==> config.mk <==
export PLATFORM = sky130hd
export DESIGN_NAME = carrier_track
export DESIGN_NICKNAME = d
export VERILOG_FILES = /design/src/rtl/crl_pkg.sv /design/src/rtl/crl_slicer.sv /design/src/rtl/crl_ctrl.sv /design/src/rtl/crl_dp.sv /design/src/rtl/carrier_track.sv
export SDC_FILE = /design/constraint.sdc
export NUM_CORES = 1
export LEC_CHECK = 0
export ABC_AREA = 1
export CORE_ASPECT_RATIO = 0.7
export CORE_MARGIN = 5
export CORE_UTILIZATION = 35
export DETAILED_ROUTE_END_ITERATION = 16
export PLACE_DENSITY_LB_ADDON = 0.1
export SYNTH_ARGS = -nofsm -noshare
export SYNTH_HDL_FRONTEND = slang
export SYNTH_HIERARCHICAL = 1
export SYNTH_SLANG_ARGS = --single-unit
==> constraint.sdc <==
create_clock -name clk -period 14.96 [get_ports clk]
set_input_delay 2.992 -clock clk [delete_from_list [all_inputs] [get_ports clk]]
set_output_delay 2.992 -clock clk [all_outputs]
set_load 0.01 [all_outputs]
==> src/rtl/crl_pkg.sv <==
package crl_pkg;
  typedef enum logic [1:0] {
    MODE_ACQ = 2'd0,
    MODE_TRK = 2'd1,
    MODE_SS  = 2'd2
  } crl_mode_e;

  typedef struct packed {
    logic clearAll;
    logic handover;
    logic dcEn;
  } crl_strobe_t;
endpackage

==> src/rtl/crl_slicer.sv <==
module crl_slicer #(
  parameter int W       = 12,
  parameter int UNIT_SH = 8
) (
  input  logic signed [W-1:0] sample,
  output logic signed [W-1:0] level
);
  localparam logic signed [W-1:0] IDX_HI = 3;
  localparam logic signed [W-1:0] IDX_LO = -4;

  logic signed [W-1:0] idxFull;
  logic signed [4:0]   oddC;
  logic signed [W-1:0] oddExt;

  always_comb begin
    idxFull = sample >>> (UNIT_SH + 1);
    if (idxFull > IDX_HI)      oddC = 5'sd7;
    else if (idxFull < IDX_LO) oddC = -5'sd7;
    else                       oddC = {idxFull[3:0], 1'b1};
    oddExt = W'(oddC);
    level  = oddExt <<< UNIT_SH;
  end
endmodule

==> src/rtl/crl_ctrl.sv <==
module crl_ctrl
  import crl_pkg::*;
(
  input  logic        clk,
  input  logic        rst_n,
  input  logic        startPulse,
  input  logic        roughConv,
  input  logic        fullConv,
  output crl_mode_e   mode,
  output crl_strobe_t strobes
);
  always_comb begin
    strobes.clearAll = startPulse;
    strobes.handover = !startPulse && (mode == MODE_ACQ) && roughConv;
    strobes.dcEn     = !startPulse && (mode == MODE_ACQ) && !roughConv;
  end

  always_ff @(posedge clk or negedge rst_n) begin
    if (!rst_n) begin
      mode <= MODE_ACQ;
    end else if (startPulse) begin
      mode <= MODE_ACQ;
    end else begin
      case (mode)
        MODE_ACQ: if (roughConv) mode <= MODE_TRK;
        MODE_TRK: if (fullConv)  mode <= MODE_SS;
        default:  mode <= MODE_SS;
      endcase
    end
  end
endmodule

==> src/rtl/crl_dp.sv <==
module crl_dp
  import crl_pkg::*;
#(
  parameter int W       = 12,
  parameter int UNIT_SH = 8,
  parameter int ERR_W   = 16,
  parameter int ACC_W   = 24,
  parameter int DC_SH   = 8,
  parameter logic [ACC_W-1:0] BASE_FREQ = 24'h0A3D71,
  parameter int KP_ACQ = 2,
  parameter int KI_ACQ = 8,
  parameter int KP_TRK = 3,
  parameter int KI_TRK = 9,
  parameter int KP_SS  = 4,
  parameter int KI_SS  = 11
) (
  input  logic                    clk,
  input  logic                    rst_n,
  input  crl_mode_e               mode,
  input  crl_strobe_t             strobes,
  input  logic signed [W-1:0]     eqI,
  input  logic signed [W-1:0]     eqQ,
  input  logic signed [W-1:0]     rxI,
  input  logic signed [W-1:0]     rxQ,
  output logic [ACC_W-1:0]        phaseWord,
  output logic signed [ERR_W-1:0] phErr
);
  localparam int PW = 2 * W + 2;

  logic signed [W-1:0] eqAx [2];
  logic signed [W-1:0] decAx [2];

  assign eqAx[0] = eqI;
  assign eqAx[1] = eqQ;

  for (genvar ax = 0; ax < 2; ax++) begin : g_axis
    crl_slicer #(.W(W), .UNIT_SH(UNIT_SH)) u_slice (
      .sample(eqAx[ax]),
      .level (decAx[ax])
    );
  end

  logic signed [PW-1:0] rxIx, rxQx, eqIx, eqQx, decIx, decQx, resIx, resQx;
  logic signed [ERR_W-1:0] errNow;
  logic signed [ACC_W-1:0] errExt, filt, integ, dcEst, dcNext;
  logic signed [ACC_W:0]   dcDiff;
  logic [ACC_W-1:0]        phaseAcc, freqWord;
  int unsigned             kpSel, kiSel;

  always_comb begin
    rxIx  = PW'(rxI);
    rxQx  = PW'(rxQ);
    eqIx  = PW'(eqI);
    eqQx  = PW'(eqQ);
    decIx = PW'(decAx[0]);
    decQx = PW'(decAx[1]);
    resIx = eqIx - decIx;
    resQx = eqQx - decQx;
    case (mode)
      MODE_ACQ: begin
        errNow = ERR_W'((rxQ[W-1] ? -rxIx : rxIx) - (rxI[W-1] ? -rxQx : rxQx));
        kpSel  = KP_ACQ;
        kiSel  = KI_ACQ;
      end
      MODE_TRK: begin
        errNow = ERR_W'((decQx * eqIx - decIx * eqQx) >>> UNIT_SH);
        kpSel  = KP_TRK;
        kiSel  = KI_TRK;
      end
      default: begin
        errNow = ERR_W'((eqQ[W-1] ? -resIx : resIx) - (eqI[W-1] ? -resQx : resQx));
        kpSel  = KP_SS;
        kiSel  = KI_SS;
      end
    endcase
    errExt = ACC_W'(errNow);
    filt   = (errExt >>> kpSel) + integ;
    dcDiff = {filt[ACC_W-1], filt} - {dcEst[ACC_W-1], dcEst};
    dcNext = dcEst + ACC_W'(dcDiff >>> DC_SH);
  end

  always_ff @(posedge clk or negedge rst_n) begin
    if (!rst_n) begin
      phaseAcc <= '0;
      freqWord <= BASE_FREQ;
      integ    <= '0;
      dcEst    <= '0;
      phErr    <= '0;
    end else if (strobes.clearAll) begin
      phaseAcc <= '0;
      freqWord <= BASE_FREQ;
      integ    <= '0;
      dcEst    <= '0;
      phErr    <= '0;
    end else begin
      phErr    <= errNow;
      phaseAcc <= phaseAcc + freqWord + filt;
      if (strobes.handover) begin
        freqWord <= BASE_FREQ + dcEst;
        integ    <= '0;
      end else begin
        integ <= integ + (errExt >>> kiSel);
      end
      if (strobes.dcEn) dcEst <= dcNext;
    end
  end

  assign phaseWord = phaseAcc;
endmodule

==> src/rtl/carrier_track.sv <==
module carrier_track
  import crl_pkg::*;
#(
  parameter int W       = 12,
  parameter int UNIT_SH = 8,
  parameter int ERR_W   = 16,
  parameter int ACC_W   = 24,
  parameter int DC_SH   = 8,
  parameter logic [ACC_W-1:0] BASE_FREQ = 24'h0A3D71,
  parameter int KP_ACQ = 2,
  parameter int KI_ACQ = 8,
  parameter int KP_TRK = 3,
  parameter int KI_TRK = 9,
  parameter int KP_SS  = 4,
  parameter int KI_SS  = 11
) (
  input  logic                    clk,
  input  logic                    rst_n,
  input  logic                    startPulse,
  input  logic                    roughConv,
  input  logic                    fullConv,
  input  logic signed [W-1:0]     eqI,
  input  logic signed [W-1:0]     eqQ,
  input  logic signed [W-1:0]     rxI,
  input  logic signed [W-1:0]     rxQ,
  output logic [ACC_W-1:0]        phaseWord,
  output logic [1:0]              modeOut,
  output logic signed [ERR_W-1:0] phErr
);
  crl_mode_e   mode;
  crl_strobe_t strobes;

  crl_ctrl u_ctrl (
    .clk       (clk),
    .rst_n     (rst_n),
    .startPulse(startPulse),
    .roughConv (roughConv),
    .fullConv  (fullConv),
    .mode      (mode),
    .strobes   (strobes)
  );

  crl_dp #(
    .W(W), .UNIT_SH(UNIT_SH), .ERR_W(ERR_W), .ACC_W(ACC_W), .DC_SH(DC_SH),
    .BASE_FREQ(BASE_FREQ),
    .KP_ACQ(KP_ACQ), .KI_ACQ(KI_ACQ), .KP_TRK(KP_TRK), .KI_TRK(KI_TRK),
    .KP_SS(KP_SS), .KI_SS(KI_SS)
  ) u_dp (
    .clk      (clk),
    .rst_n    (rst_n),
    .mode     (mode),
    .strobes  (strobes),
    .eqI      (eqI),
    .eqQ      (eqQ),
    .rxI      (rxI),
    .rxQ      (rxQ),
    .phaseWord(phaseWord),
    .phErr    (phErr)
  );

  assign modeOut = mode;
endmodule

==> parameters.txt <==
Parameter                              Value

Yosys
  Part of the Yosys area used for sequential elements ... 0.110
  Top-area cell type share of the netlist area ... 0.267
  Area of the mapped netlist ... 0.0260 mm²
  Count of unique library cells instantiated by Yosys ... 63
  Proportion of synthesized flip-flops having asynchronous set or reset ... 1.00
  Mean instance size in the synthesized netlist ... 7.38 µm²
  Most frequent cell after synthesis ... inv_1
  Commonest register cell after synthesis ... dfrtp_1
  Cell count after synthesis ... 3531
  Leading post-synthesis cells by instance count ... 952 x inv_1, 659 x nand2_1, 348 x fa_1
  Yosys top cell by area ... fa_1
  Top cells by area in the synthesized netlist ... fa_1 27%, inv_1 14%, ha_1 13%
  Number of synthesized flops with an enable pin ... 0
  Seq cells post-synth ... 114
  Count of warnings emitted by yosys ... 6

Floorplan
  Die ar. ... 0.0801 mm²
  Number of standard-cell rows in the floorplan ... 83
  Die outline height ... 238 µm
  Effective utilization at floorplan ... 0.354
  Number of ports placed on the die boundary ... 95
  Core box area ... 0.0735 mm²
  Die width ... 336 µm

Drt
  Met3 layer wire length in the routed design ... 6010 µm
  Length of the first detailed-routing pass in iterations ... 5
  Total wire length ... 84400 µm
  Routed wire length per instance ... 17.5 µm
  DRC violation count after routing ... 0
  Highest layer used for signal routing ... met4
  Antenna-violating nets left ... 0
  Vias per cell ... 4.69
  Number of DRC markers after the initial detailed-route iteration ... 1691
  DR WL met2 ... 30300 µm
  Overall via count from detail_route ... 22653
  Met1 wire length ... 47800 µm

Worst setup path
  Highest-delay cell along the critical path ... clkdlybuf4s50_1
  Cell repeated most along the worst path ... fa_1
  Worst-path maximum fanout ... 6
  Worst Path Buf+Inv ... 9
  CP Class ... input port to register
  Data required time at the worst endpoint ... 15.22 ns
  Critical path's largest stage delay ... 0.70 ns
  Element type at the critical path start ... input port
  Sort of element at the end of the critical path ... register
  Arrival time reported for the critical path endpoint ... 14.58 ns
  Kind of cell with the highest combined delay on the critical path ... adder cells

CTS
  Clock tree from TritonCTS ... yes
  Clock-pin transition on the worst setup and hold timing paths ... 0.06 ns
  TritonCTS buffer count ... 17
  Htree depth ... 4
  Maximum number of buffers from clock root to sink ... 2
  Root cell of the clock tree ... clkbuf_16
  Number of clock sinks seen by CTS ... 114
  Hold buffers post-CTS ... 0
  Skew-Pair Late Insertion Delay ... 0.44 ns

Timing
  Unrepaired setup endpoints after global routing ... yes
  Worst Skew ... 0.0125 ns
  Worst hold slack ... 0.509 ns
  Number of failing hold endpoints at the final stage ... 0
  Worst-margin pin slew ... 1.08 ns
  Ratio of final minimum period to clock period ... 0.957
  Achievable frequency ... 69.8 MHz
  Least setup slack across all paths after layout ... 0.643 ns
  Final critical delay including setup and external delays ... 14.32 ns
  Remaining max-slew budget at the tightest pin ... 0.277
  Final Setup Violations ... 0
  Max Slew Vio Count ... 0

Placement
  Worst Setup Slack post-DPL ... -0.250 ns
  Buffers added on ports ... 94
  Routability Congestion ... 0.878
  # placed instances ... 4793
  HPWL Detailed ... 73100 µm
  Placed inst area ... 0.0299 mm²

Finish
  Cell Count, Final, Fillers Out ... 4827
  Filler Cell Count ... 7723
  Final non-filler cell area ... 0.0307 mm²
  Layout cell share with drive strength beyond 1 ... 0.111
  Layout overhead on the synthesized area ... 17.7%
  Number of nets at the end of the flow ... 4503
  Number of inserted diodes ... 0

Global route
  GRT Residual Overflow ... 0
  Number of global-route vias before repair ... 22626
  GRT Util Overall ... 0.217
  Maximum number of pins on one net before global-route repair ... 70
  Initial antenna violation count ... 0
  Wire length of the first global-routing pass ... 134000 µm

Status
  Outcome ... complete, no violations

Job
  Max cap viols ... 0

Hold path
  Hold/Removal Path Class ... register to register
==> cell usage in the layout, fill, tap and decap left out, drive strengths merged, types with 6 or more instances in the layout <==
| cell | netlist | layout |
|---|---|---|
| nand3 | 101 | 101 |
| nor4 | 12 | 12 |
| clkdlybuf4s50 | 0 | 85 |
| buf | 19 | 279 |
| nand4 | 20 | 20 |
| a221oi | 7 | 7 |
| dlymetal6s2s | 0 | 7 |
| ha | 264 | 264 |
| xnor2 | 56 | 56 |
| dfrtp | 103 | 103 |
| nor2 | 197 | 197 |
| xor2 | 88 | 88 |
| a21boi | 6 | 6 |
| o31ai | 7 | 7 |
| a21o | 11 | 11 |
| fa | 348 | 348 |
| o21bai | 14 | 14 |
| o211ai | 9 | 9 |
| inv | 961 | 961 |
| nand3b | 14 | 14 |
| nand2 | 687 | 687 |
| a31oi | 14 | 14 |
| dfstp | 11 | 11 |
| clkinv | 3 | 7 |
| clkbuf | 78 | 23 |
| or2 | 17 | 17 |
| o21ai | 154 | 154 |
| o221ai | 8 | 8 |
| nor3 | 27 | 27 |
| o22ai | 28 | 28 |
| o21a | 8 | 8 |
| a21oi | 227 | 227 |
| conb | 4 | 18 |
==> tightest hold or removal path, stage by stage (launching register included) <==
cell and delay, ns:
dfstp_2 0.36, inv_1 0.08, a32oi_1 0.06
==> final cells by class <==
cell class / instances / area, µm² / share of cell area
repair buffers: 371 / 3050 / 0.0995
clock inverters: 8 / 125 / 0.00408
flip-flops and latches: 114 / 2870 / 0.0935
well taps: 977 / 1220 / 0.0399
inverters: 964 / 3620 / 0.118
clock buffers: 23 / 498 / 0.0162
multi-input cells: 2370 / 19300 / 0.629
==> routing by layer <==
layer,GRT usage,vias up
met5,0,-
met4,0.0147,0
met3,0.0429,23
met2,0.279,591
met1,0.374,10703
li1,-,11336
==> through the flow <==
step | util | setup TNS, ns
after global placement | 0.407 | -0.229
after detailed placement | 0.407 | -0.557
after CTS | 0.415 | 0
after floorplan | - | 0
final | 0.417 | 0
after global routing | 0.417 | -0.0694
==> flip-flops by register name, summed over array words and instances (netlist names) <==
signal          cells
u_dp/dcEst         24
u_ctrl/mode         2
u_dp/phaseWord     24
u_dp/phErr         16
u_dp/freqWord      24
u_dp/integ         24
==> what timing repair did <==
item / CTS / global route
setup endpoints to repair: 0 / 11
setup buffers: 0 / 3
resized for setup: 0 / 41
==> path summary, 6_finish.rpt <==
kind	from	to	slack (ns)	depth (start not counted)
setup / recovery	eqQ[2]	u_dp/dcEst[21]	0.64	56
hold / removal	u_dp/freqWord[12]	u_dp/freqWord[12]	0.51	2
setup reg to reg	u_ctrl/mode[0]	u_dp/dcEst[21]	7.70	40
hold reg to reg	u_dp/freqWord[12]	u_dp/freqWord[12]	0.51	2
max in group asynchronous	rst_n	u_dp/integ[23]	10.92	2
min in group asynchronous	rst_n	u_dp/phaseWord[8]	2.58	1
==> kinds of logic (layout without fill, tap and decap cells) <==
family / after synthesis / count (layout) / share of synthesized area
other: 4 / 18 / 0.000576
adders and majority gates: 612 / 612 / 0.394
DFF: 114 / 114 / 0.110
xor gates and xnor gates: 144 / 144 / 0.0497
AOI/OAI and AO/OA: 517 / 517 / 0.113
and+or+nand+nor: 1079 / 1079 / 0.177
buffers and inverters: 1061 / 1366 / 0.156
Power is left out: the tool's default activity adds up to more than one toggle a clock period on the data nets, which glitch-free logic cannot reach.
